$ cat config.mk
export PLATFORM = sky130hd
export DESIGN_NAME = sram_ctl
export DESIGN_NICKNAME = d
export VERILOG_FILES = /design/src/rtl/sram_ctl_pkg.sv /design/src/rtl/sram_ctl_lanes.sv /design/src/rtl/sram_ctl_rdext.sv /design/src/rtl/sram_ctl_seq.sv /design/src/rtl/sram_ctl.sv
export SDC_FILE = /design/constraint.sdc
export NUM_CORES = 1
export LEC_CHECK = 0
export ABC_AREA = 0
export CORE_MARGIN = 2
export CORE_UTILIZATION = 35
export CTS_CLUSTER_DIAMETER = 200
export DETAILED_ROUTE_END_ITERATION = 12
export PLACE_DENSITY = 0.73
export SYNTH_ARGS = -nofsm -noshare
export SYNTH_HDL_FRONTEND = slang
export SYNTH_HIERARCHICAL = 1
export SYNTH_SLANG_ARGS = --single-unit
$ cat constraint.sdc
create_clock -name clk -period 1.45 [get_ports clk]
set_input_delay 0.145 -clock clk [delete_from_list [all_inputs] [get_ports clk]]
set_output_delay 0.145 -clock clk [all_outputs]
set_load 0.05 [all_outputs]
$ cat src/rtl/sram_ctl_pkg.sv
// Shared types and constant helpers for the static RAM controller.
// Assumes a RAM with four 8-bit lanes.
package sram_ctl_pkg;

    localparam int LANE_W = 8;
    localparam int LANES  = 4;
    localparam int DATA_W = LANE_W * LANES;
    localparam int TAG_W  = 4;

    // Width mode as seen on cfg_wmode
    typedef enum logic [1:0] {
        WM_32  = 2'd0,
        WM_16  = 2'd1,
        WM_8   = 2'd2,
        WM_32B = 2'd3
    } wmode_e;

    // Access sequencer states
    typedef enum logic [2:0] {
        ST_IDLE,
        ST_TURN,
        ST_SETUP,
        ST_WRITE,
        ST_READ
    } seq_st_e;

    // Nanoseconds to whole cycles, rounded up, never below one
    function automatic int ns_to_cyc(input int ns, input int clk_ns);
        int c;
        c = (ns + clk_ns - 1) / clk_ns;
        if (c < 1) c = 1;
        return c;
    endfunction

    // Larger of two integers
    function automatic int imax(input int a, input int b);
        return (a > b) ? a : b;
    endfunction

endpackage

$ cat src/rtl/sram_ctl_lanes.sv
// Request steering: maps a request address onto a RAM word address and
// a lane set for the current width mode, and copies write data onto lanes.
// Assumes four 8-bit lanes; purely combinational.
module sram_ctl_lanes
    import sram_ctl_pkg::*;
#(
    parameter int WADDR_W = 19
) (
    input  logic [1:0]          mode,
    input  logic [WADDR_W+1:0]  addr,
    input  logic                write,
    input  logic [DATA_W-1:0]   wdata,
    input  logic [LANES-1:0]    mask,
    output logic [WADDR_W-1:0]  word_addr,
    output logic [LANES-1:0]    lanes,
    output logic [DATA_W-1:0]   lane_wdata
);

    logic [LANES-1:0] rd_lane;
    logic [LANES-1:0] wr_lane;

    // Pick the word address bits for the width mode
    always_comb begin
        case (mode)
            WM_16:   word_addr = addr[WADDR_W:1];
            WM_8:    word_addr = addr[WADDR_W+1:2];
            default: word_addr = addr[WADDR_W-1:0];
        endcase
    end

    for (genvar i = 0; i < LANES; i++) begin : g_lane
        localparam logic       HI_HALF = (i >= LANES / 2);
        localparam logic [1:0] IDX     = 2'(i);
        localparam int         HALF_I  = i % (LANES / 2);

        logic hit16;
        logic hit8;

        assign hit16 = (addr[0] == HI_HALF);
        assign hit8  = (addr[1:0] == IDX);

        // Lane taking part in a read
        assign rd_lane[i] = (mode == WM_16) ? hit16 :
                            (mode == WM_8)  ? hit8  : 1'b1;

        // Lane written, gated by the byte mask
        assign wr_lane[i] = (mode == WM_16) ? (hit16 & mask[HALF_I]) :
                            (mode == WM_8)  ? (hit8 & mask[0])       : mask[i];

        // Data copied onto this lane
        assign lane_wdata[i*LANE_W +: LANE_W] =
            (mode == WM_16) ? wdata[HALF_I*LANE_W +: LANE_W] :
            (mode == WM_8)  ? wdata[LANE_W-1:0]              :
                              wdata[i*LANE_W +: LANE_W];
    end

    assign lanes = write ? wr_lane : rd_lane;

endmodule

$ cat src/rtl/sram_ctl_rdext.sv
// Read data extraction: picks the half-word or byte chosen at request
// time out of the raw RAM word and zero-extends it. Combinational.
module sram_ctl_rdext
    import sram_ctl_pkg::*;
(
    input  logic [1:0]        mode,
    input  logic [1:0]        lo,
    input  logic [DATA_W-1:0] raw,
    output logic [DATA_W-1:0] rdata
);

    // Select the lane(s) for the width mode
    always_comb begin
        case (mode)
            WM_16:   rdata = lo[0] ? {16'h0, raw[31:16]} : {16'h0, raw[15:0]};
            WM_8:    rdata = {24'h0, raw[{lo, 3'b000} +: LANE_W]};
            default: rdata = raw;
        endcase
    end

endmodule

$ cat src/rtl/sram_ctl_seq.sv
// Access sequencer: accepts one request at a time and plays the select,
// output-enable and write-strobe sequence for it, with cycle counts given
// as parameters. All RAM-side outputs come straight from flops.
// Assumes the request steering is already applied to its inputs.
module sram_ctl_seq
    import sram_ctl_pkg::*;
#(
    parameter int WADDR_W = 19,
    parameter int RD_CYC  = 2,
    parameter int AS_CYC  = 1,
    parameter int WP_CYC  = 2
) (
    input  logic                clk,
    input  logic                rst_n,
    input  logic                req_valid,
    input  logic                req_write,
    output logic                req_ready,
    input  logic [WADDR_W-1:0]  map_addr,
    input  logic [LANES-1:0]    map_lanes,
    input  logic [DATA_W-1:0]   map_wdata,
    input  logic [TAG_W-1:0]    map_tag,
    output logic                rsp_valid,
    output logic [DATA_W-1:0]   rsp_raw,
    output logic [TAG_W-1:0]    rsp_tag,
    output logic [WADDR_W-1:0]  mem_addr,
    output logic [LANES-1:0]    mem_cs_n,
    output logic                mem_oe_n,
    output logic [LANES-1:0]    mem_we_n,
    output logic [DATA_W-1:0]   mem_dq_o,
    output logic                mem_dq_oe,
    input  logic [DATA_W-1:0]   mem_dq_i
);

    localparam int MAXC  = imax(imax(RD_CYC, AS_CYC), WP_CYC);
    localparam int CNT_W = (MAXC < 2) ? 1 : $clog2(MAXC);
    localparam logic [CNT_W-1:0] RD_LD = CNT_W'(RD_CYC - 1);
    localparam logic [CNT_W-1:0] AS_LD = CNT_W'(AS_CYC - 1);
    localparam logic [CNT_W-1:0] WP_LD = CNT_W'(WP_CYC - 1);

    seq_st_e              st_q, st_d;
    logic [CNT_W-1:0]     cnt_q, cnt_d;
    logic                 last_rd_q;
    logic [WADDR_W-1:0]   addr_q, addr_nx;
    logic [LANES-1:0]     lanes_q, lanes_nx;
    logic [DATA_W-1:0]    wdata_q, wdata_nx;
    logic [TAG_W-1:0]     tag_q;
    logic                 accept;
    logic                 cnt_zero;
    logic                 rd_done;

    assign req_ready = (st_q == ST_IDLE);
    assign accept    = req_valid && req_ready;
    assign cnt_zero  = (cnt_q == '0);
    assign rd_done   = (st_q == ST_READ) && cnt_zero;

    // Request fields seen by the output stage this cycle
    always_comb begin
        addr_nx  = accept ? map_addr  : addr_q;
        lanes_nx = accept ? map_lanes : lanes_q;
        wdata_nx = accept ? map_wdata : wdata_q;
    end

    // Next state and phase counter
    always_comb begin
        st_d  = st_q;
        cnt_d = cnt_q;
        case (st_q)
            ST_IDLE: begin
                if (accept) begin
                    if (!req_write) begin
                        st_d  = ST_READ;
                        cnt_d = RD_LD;
                    end else if (last_rd_q) begin
                        st_d  = ST_TURN;
                    end else begin
                        st_d  = ST_SETUP;
                        cnt_d = AS_LD;
                    end
                end
            end
            ST_TURN: begin
                st_d  = ST_SETUP;
                cnt_d = AS_LD;
            end
            ST_SETUP: begin
                if (cnt_zero) begin
                    st_d  = ST_WRITE;
                    cnt_d = WP_LD;
                end else begin
                    cnt_d = cnt_q - 1'b1;
                end
            end
            ST_WRITE, ST_READ: begin
                if (cnt_zero) st_d  = ST_IDLE;
                else          cnt_d = cnt_q - 1'b1;
            end
            default: st_d = ST_IDLE;
        endcase
    end

    // State, counter and latched request
    always_ff @(posedge clk) begin
        if (!rst_n) begin
            st_q      <= ST_IDLE;
            cnt_q     <= '0;
            last_rd_q <= 1'b0;
            addr_q    <= '0;
            lanes_q   <= '0;
            wdata_q   <= '0;
            tag_q     <= '0;
        end else begin
            st_q    <= st_d;
            cnt_q   <= cnt_d;
            addr_q  <= addr_nx;
            lanes_q <= lanes_nx;
            wdata_q <= wdata_nx;
            if (accept) tag_q <= map_tag;
            if (rd_done)
                last_rd_q <= 1'b1;
            else if ((st_q == ST_IDLE && !accept) || st_d == ST_SETUP)
                last_rd_q <= 1'b0;
        end
    end

    // RAM-side control outputs, registered from the next state
    always_ff @(posedge clk) begin
        if (!rst_n) begin
            mem_addr  <= '0;
            mem_dq_o  <= '0;
            mem_cs_n  <= '1;
            mem_oe_n  <= 1'b1;
            mem_we_n  <= '1;
            mem_dq_oe <= 1'b0;
        end else begin
            mem_addr  <= addr_nx;
            mem_dq_o  <= wdata_nx;
            mem_cs_n  <= '1;
            mem_oe_n  <= 1'b1;
            mem_we_n  <= '1;
            mem_dq_oe <= 1'b0;
            case (st_d)
                ST_SETUP: mem_cs_n <= ~lanes_nx;
                ST_WRITE: begin
                    mem_cs_n  <= ~lanes_nx;
                    mem_we_n  <= ~lanes_nx;
                    mem_dq_oe <= |lanes_nx;
                end
                ST_READ: begin
                    mem_cs_n <= ~lanes_nx;
                    mem_oe_n <= 1'b0;
                end
                default: ;
            endcase
        end
    end

    // Read sample at the end of the access and response strobe
    always_ff @(posedge clk) begin
        if (!rst_n) begin
            rsp_valid <= 1'b0;
            rsp_raw   <= '0;
            rsp_tag   <= '0;
        end else begin
            rsp_valid <= rd_done;
            if (rd_done) begin
                rsp_raw <= mem_dq_i;
                rsp_tag <= tag_q;
            end
        end
    end

    AST_IDLE_STANDBY: assert property (@(posedge clk) disable iff (!rst_n)
        req_ready |-> (mem_cs_n == '1 && mem_oe_n && mem_we_n == '1 && !mem_dq_oe));

    AST_OE_WE_EXCL: assert property (@(posedge clk) disable iff (!rst_n)
        !mem_oe_n |-> (mem_we_n == '1));

    AST_DQ_ONLY_UNDER_WE: assert property (@(posedge clk) disable iff (!rst_n)
        mem_dq_oe |-> (mem_we_n != '1 && mem_oe_n));

    AST_WE_NEEDS_CS: assert property (@(posedge clk) disable iff (!rst_n)
        ((~mem_we_n) & mem_cs_n) == '0);

    AST_WE_AFTER_SETUP: assert property (@(posedge clk) disable iff (!rst_n)
        (mem_we_n != '1 && $past(mem_we_n) == '1) |-> ($past(mem_cs_n) == mem_cs_n));

    AST_WE_HOLD: assert property (@(posedge clk) disable iff (!rst_n)
        (mem_we_n != '1 && $past(mem_we_n) != '1) |-> ($stable(mem_addr) && $stable(mem_dq_o)));

    AST_RSP_AFTER_READ: assert property (@(posedge clk) disable iff (!rst_n)
        rsp_valid |-> $past(!mem_oe_n));

    AST_TURNAROUND: assert property (@(posedge clk) disable iff (!rst_n)
        (mem_cs_n != '1 && mem_oe_n && $past(mem_cs_n) == '1) |-> $past(mem_oe_n, 2));

endmodule

$ cat src/rtl/sram_ctl.sv
// Asynchronous static RAM controller top: derives cycle counts from
// nanosecond limits and the clock period, steers requests onto byte lanes
// for the width mode, and sequences the RAM control lines.
// Assumes a 32-bit RAM of four byte lanes; the data pad is external.
module sram_ctl
    import sram_ctl_pkg::*;
#(
    parameter int WADDR_W = 19,
    parameter int CLK_NS  = 10,
    parameter int T_RC_NS = 20,
    parameter int T_AA_NS = 20,
    parameter int T_OE_NS = 10,
    parameter int T_WC_NS = 20,
    parameter int T_WP_NS = 15,
    parameter int T_CW_NS = 15,
    parameter int T_AW_NS = 15,
    parameter int T_AS_NS = 2,
    parameter int T_DW_NS = 12
) (
    input  logic                clk,
    input  logic                rst_n,
    input  logic [1:0]          cfg_wmode,
    input  logic                req_valid,
    output logic                req_ready,
    input  logic                req_write,
    input  logic [WADDR_W+1:0]  req_addr,
    input  logic [DATA_W-1:0]   req_wdata,
    input  logic [LANES-1:0]    req_mask,
    output logic                rsp_valid,
    output logic [DATA_W-1:0]   rsp_rdata,
    output logic [WADDR_W-1:0]  mem_addr,
    output logic [LANES-1:0]    mem_cs_n,
    output logic                mem_oe_n,
    output logic [LANES-1:0]    mem_we_n,
    output logic [DATA_W-1:0]   mem_dq_o,
    output logic                mem_dq_oe,
    input  logic [DATA_W-1:0]   mem_dq_i
);

    localparam int RD_CYC = imax(imax(ns_to_cyc(T_RC_NS, CLK_NS),
                                      ns_to_cyc(T_AA_NS, CLK_NS)),
                                 ns_to_cyc(T_OE_NS, CLK_NS));
    localparam int AS_CYC = ns_to_cyc(T_AS_NS, CLK_NS);
    localparam int WP_CYC = imax(imax(imax(ns_to_cyc(T_WP_NS, CLK_NS),
                                           ns_to_cyc(T_DW_NS, CLK_NS)),
                                      ns_to_cyc(T_WC_NS, CLK_NS) - AS_CYC),
                                 imax(ns_to_cyc(T_CW_NS, CLK_NS) - AS_CYC,
                                      ns_to_cyc(T_AW_NS, CLK_NS) - AS_CYC));

    logic [WADDR_W-1:0] map_addr;
    logic [LANES-1:0]   map_lanes;
    logic [DATA_W-1:0]  map_wdata;
    logic [TAG_W-1:0]   map_tag;
    logic [DATA_W-1:0]  rsp_raw;
    logic [TAG_W-1:0]   rsp_tag;

    assign map_tag = {cfg_wmode, req_addr[1:0]};

    sram_ctl_lanes #(
        .WADDR_W (WADDR_W)
    ) lanes_i (
        .mode       (cfg_wmode),
        .addr       (req_addr),
        .write      (req_write),
        .wdata      (req_wdata),
        .mask       (req_mask),
        .word_addr  (map_addr),
        .lanes      (map_lanes),
        .lane_wdata (map_wdata)
    );

    sram_ctl_seq #(
        .WADDR_W (WADDR_W),
        .RD_CYC  (RD_CYC),
        .AS_CYC  (AS_CYC),
        .WP_CYC  (WP_CYC)
    ) seq_i (
        .clk       (clk),
        .rst_n     (rst_n),
        .req_valid (req_valid),
        .req_write (req_write),
        .req_ready (req_ready),
        .map_addr  (map_addr),
        .map_lanes (map_lanes),
        .map_wdata (map_wdata),
        .map_tag   (map_tag),
        .rsp_valid (rsp_valid),
        .rsp_raw   (rsp_raw),
        .rsp_tag   (rsp_tag),
        .mem_addr  (mem_addr),
        .mem_cs_n  (mem_cs_n),
        .mem_oe_n  (mem_oe_n),
        .mem_we_n  (mem_we_n),
        .mem_dq_o  (mem_dq_o),
        .mem_dq_oe (mem_dq_oe),
        .mem_dq_i  (mem_dq_i)
    );

    sram_ctl_rdext rdext_i (
        .mode  (rsp_tag[3:2]),
        .lo    (rsp_tag[1:0]),
        .raw   (rsp_raw),
        .rdata (rsp_rdata)
    );

endmodule

== Word level (Yosys, flattened, before mapping) ==
Cells that the tools add are included.

* Bits in registers: 111
* Memories: 0
* Bits in latches: 0
* Output and inout bits: 95
* Bits in writable memories: 0
* ROM bits: 0

* Reductions and logical operators: 15
* Multiply operators: 0
* Shifts and indexed selects: 1
* Equality and inequality tests: 16
* Divide/modulo/power cells: 0
* Order comparisons: 0
* $add $sub $neg: 1
* Mux-type cells: 42
* Bitwise logic cells: 11

{| class="wikitable"
|+ Operators by type and width
! kind !! number
|-
| 32-bit one-hot mux with 2 select lines || 1
|-
| 8-bit two-way mux || 6
|-
| 19-bit one-hot mux with 2 select lines || 1
|-
| 32-bit by 6-bit variable part select with 8-bit output || 1
|-
| 1-bit two-way mux || 24
|-
| 16-bit two-way mux || 1
|-
| 3-bit by 2-bit equality test with 1-bit output (second input constant) || 4
|-
| 3-bit two-way mux || 4
|-
| 3-bit one-hot mux with 4 select lines || 1
|-
| 1-bit AND || 8
|-
| 2-bit equality test (second input constant) || 4
|-
| 4-bit two-way mux || 2
|-
| 2-bit by 1-bit equality test with 1-bit output (second input constant) || 3
|-
| 3-bit equality test (second input constant) || 2
|-
| 4-bit inverter || 1
|-
| 1-bit one-hot mux with 4 select lines || 1
|-
| 2-bit AND reduction || 2
|-
| 4-bit nonzero test || 1
|-
| 4-bit OR reduction || 1
|-
| 3-bit by 1-bit equality test with 1-bit output (second input constant) || 1
|-
| 1-bit logical AND || 3
|-
| 3-bit logical NOT || 1
|-
| 3-bit != test (second input constant) || 1
|-
| 3-bit AND reduction || 1
|-
| 10 further kinds || 11
|}

== Depth between registers and ports, before layout ==
* Depth after elaboration: 8
* Gate-level depth with buffers: 9
* Gate-level depth less buffers: 8

== Cells and area by module ==
Netlist, hierarchy kept.

{| class="wikitable"
|+ By module, submodules not included
! module !! instances !! cells an instance !! area each (um^2)
|-
| sram_ctl_seq || 1 || 473 || 4280.4
|-
| sram_ctl_lanes || 1 || 150 || 1014.7
|-
| sram_ctl_rdext || 1 || 72 || 608.1
|}

== Least setup slack after synthesis ==
No wires, ideal clock.

* Path kind: register -> output
* Start point: register seq_i.rsp_tag[2]
* End point: output rsp_rdata[0]
* Slack: -441 ps
* Stages on the path, launching flop included: 7
* Arrival: 1746 ps
* Path buffers: 1
* Cell sequence: dfxtp_1 -> inv_1 -> ha_1 -> or3b_1 -> buf_2 -> o22ai_1 -> a221o_1

* Word-level cells in the longest chain between the ends: 2
* Elaborated cells on any way between the ends: 3

{| class="wikitable"
|+ Ends and longest elaborated chain
! what !! RTL line !! source
|-
| start: declaration || sram_ctl_seq.sv:24 || <nowiki>output logic [TAG_W-1:0] rsp_tag,</nowiki>
|-
| start signal: assignment || sram_ctl_seq.sv:167 || <nowiki>rsp_tag <= tag_q;</nowiki>
|-
| 2-bit equality test / 2-bit by 1-bit equality test with 1-bit output (equally long branches) || sram_ctl_rdext.sv:14 || <nowiki>case (mode)</nowiki>
|-
| 32-bit one-hot mux with 2 select lines * || sram_ctl_rdext.sv:14 ||
|-
| end: declaration || sram_ctl.sv:30 || <nowiki>output logic [DATA_W-1:0] rsp_rdata,</nowiki>
|}

Mark *: on every way between the ends. The rest lies on a longest branch, timed or not.

== Final worst setup path ==
* Start point: register seq_i.rsp_tag[2]
* End point: output rsp_rdata[3]

Same word-level chain as after synthesis.

==> results by group <==
Outcome
  – Status: complete, but fails checks
  – Violated checks: negative setup slack

Timing
  – Setup violators final: 85
  – Max Freq: roughly 480 MHz
  – Final hold vios: 0
  – Fin crit share: 144%
  – Final worst slack: -639 ps
  – Hold WS: about 220 ps
  – Slew HR: 71.4%
  – Total Negative Setup Slacks: -15620 ps
  – Crit path time final: 2090 ps
  – Worst Skew: 5.96 ps
  – Worst slew pin tran: roughly 430 ps
  – Max Slew Vio Count: 0
  – RSZ-0062 raised after global routing: true

Critical path
  – Family with the most delay on the worst path: simple AND/OR/NAND/NOR gates
  – Critical path buffer and inverter count: 2
  – WP data required: ~1300 ps
  – Slack of the worst reg-to-reg path: -50 ps
  – Crit-path slowest cell: or3b_4
  – Critical Path End Type: output port
  – Worst stage delay on the critical path: 500 ps
  – CP arrival: about 1900 ps
  – Critical Path Source Type: flop
  – Worst path cell trace: inv_2 > ha_4 > or3b_4 > o22ai_2 > a221o_2 > buf_12
  – Type of the worst setup path: flop to output port
  – Critical Path Fanout Max: 8

Place
  – DP Area: around 0.0085 mm2
  – Gpl congestion: 0.844
  – Post-DP HPWL: roughly 13 mm
  – Port bufs: around 190
  – Placed instance count: 1102

Synth
  – Top FF cell, synth: dfxtp_1
  – Post-synth top area share: a little under two fifths
  – Synth Register Bits: ~110
  – Synth Warn #: 6
  – Synth Instances: around 700
  – Top post-synthesis cells by area: dfxtp_1 (38%), nand2_1 (14%), a21boi_2 (5.5%)
  – Seq/Total Area, Yosys: between 30% and 40%
  – Yosys cell types: 50
  – Count of flip-flops with a built-in enable after synthesis: 0
  – Mapped Nets: 795
  – Area of the mapped netlist: slightly below 0.006 mm2
  – Synth area leader: dfxtp_1
  – Syn Area/Cell: 8.49 um2
  – Async S/R FF share, synth: 0%

Global route
  – Number of global-route vias before repair: 5301
  – Largest net degree at the start of global routing: 60
  – Total grt overflow: 0
  – Initial antenna violation count: 0
  – First-pass GRT wire length: 26.9 mm
  – Total Routing Usage GR: between 10% and 20%

Route
  – DR pass1 iterations: 4
  – Remaining antenna violation count after routing: 0
  – Initial DRC Count: approximately 300
  – Wirelength per Cell: 16.2 um
  – Post-DR vias/cell: roughly 5.0
  – Final WL: between 15 and 20 mm
  – DRC Markers: 0
  – Via count: 5683

Final layout
  – Final instance area: approximately 0.0097 mm2
  – Layout cells sized above 1: 40.0%
  – Area Growth Syn to Fin: 63.5%
  – Commonest non-fill, non-tap cells in the layout: nand2_1 (183), dfxtp_1 (106), buf_4 (103)
  – Ant. Diodes: 0
  – Final Util: 58.4%
  – Layout Nets: a little over 1000
  – Most common cell after layout, fill and taps aside: nand2_1
  – Post-route insts no fill: roughly 1100

Clock network
  – Clock Tree Buf Depth: 2
  – Clk sink count: approximately 110
  – H-tree lvl count: 3
  – CTS Buf Count: 9
  – Hold_buf cts: 0
  – CTS Root Cell: clkbuf_16
  – CTS tree: yes
  – Clock-pin slew on the worst setup and hold paths: 70 ps
  – Skew-Pair Late Insertion Delay: approximately 360 ps

Floorplan
  – Core ar.: 0.0165 mm2
  – Initial Util: 35.7%
  – Die W: about 130 um
  – Die height: about 130 um
  – I/O pin count: between 150 and 200
  – Die ar.: between 0.015 and 0.02 mm2
  – Core Rows: between 40 and 50

Worst hold path
  – Hold Path Class: input pin to flop

Run
  – Max-Cap Viols: 0

Power and ir drop
  – Pwr dens: around 940 mW/mm2
  – Psw: roughly 2900 uW
  – LEAKAGE: 0.00381 uW
  – Reg power frac: 37.3%
  – Clk network pwr share: between 30% and 40%
  – Comb pwr share: 32.3%
  – Internal: 6200 uW
  – Max VDD drop: approximately 0.00064 V
  – Switching Fraction: between 30% and 40%
synth_stat cells (2+ instances only):
cell type,n
nand2b_1,5
buf_4,16
clkbuf_1,17
buf_6,13
mux2_2,15
nor2_1,5
a21boi_2,29
or3b_2,2
a221oi_1,3
nor3_1,2
o21a_1,2
dfxtp_1,111
o21ai_0,30
buf_2,12
nor2b_1,7
o22ai_1,10
nand3b_1,5
a211oi_1,4
a22o_1,8
a22oi_1,18
nor3b_4,2
a21boi_0,32
nand4_1,2
a21oi_1,8
nand2_1,216
a221o_1,8
a21boi_1,30
inv_1,8
and2_1,19
mux2i_1,28
ha_1,5
or2_2,5
flip-flops by register name, indices dropped and copies added (netlist names):
name / flops
seq_i/rsp_valid: 1
seq_i/lanes_q: 4
seq_i/mem_we_n: 4
seq_i/cnt_q: 1
seq_i/mem_dq_o: 32
seq_i/mem_oe_n: 1
seq_i/rsp_tag: 4
seq_i/rsp_raw: 32
seq_i/mem_addr: 19
seq_i/tag_q: 4
seq_i/mem_dq_oe: 1
seq_i/last_rd_q: 1
seq_i/st_q: 3
seq_i/mem_cs_n: 4
cells by family after synthesis:
kind of cell / after synthesis / share of synthesized area, %
mux: 44 / 7.86
compound gates: 186 / 24.5
fa+ha+maj: 5 / 1.06
simple gates: 280 / 21.6
flops: 111 / 37.6
buf+inv: 69 / 7.35
power by group through the flow:
| stage | Sequential (uW) | Combinational [uW] | Clock (uW) |
|---|---|---|---|
| 4_1_cts | 3380 | 2550 | 2830 |
| 3_3_place_gp | 3450 | 2480 | 0 |
| 3_5_place_dp | 3450 | 2500 | 0 |
| 6_report | 3380 | 2920 | 2750 |
| 5_1_grt | 3400 | 3090 | 2930 |
| 2_1_floorplan | 3880 | 1040 | 0 |
metrics by stage:
step                      setup slack, ps  power [uW]
after global routing                 -712        9420
after CTS                            -615        8760
final                                -639        9060
after detailed placement             -672        5950
after floorplan                      -199        4920
after global placement               -613        5920
routing by layer:
layer  vias up  wire, um  track usage (%)
met5         -         0                0
met4         0       435             6.56
met3        32       994             5.74
met2       145      9110             31.7
met1      2683      7890             22.4
li1       2823         -                -
repair_timing:
action / 4_1_cts / 5_1_grt
endpoints found under the setup margin: 67 / 104
buffers inserted: 2 / 9
gates cloned: 0 / 11
pin swaps: 6 / 48
gates resized for setup: 40 / 138
cell type report:
type | count | area, um2
timing repair buffer | 267 | 3030
clock inverter | 3 | 65.1
clock buffer | 13 | 260
sequential | 111 | 2230
fill | 1434 | 6870
tap | 220 | 275
inverter | 10 | 40.0
multi-input combinational | 515 | 3750
final timing paths:
kind / from / cells past startpoint / endpoint
max: seq_i/rsp_tag[2] / 6 / rsp_rdata[3]
min: rst_n / 3 / seq_i/mem_oe_n
max reg2reg: seq_i/st_q[1] / 7 / seq_i/mem_addr[3]
min reg2reg: seq_i/tag_q[3] / 2 / seq_i/rsp_tag[3]
worst min-delay path, stage by stage:
cell and delay [ps]:
buf_2 130, buf_12 170, nand2_1 100
(Power assumes the default switching activity.)
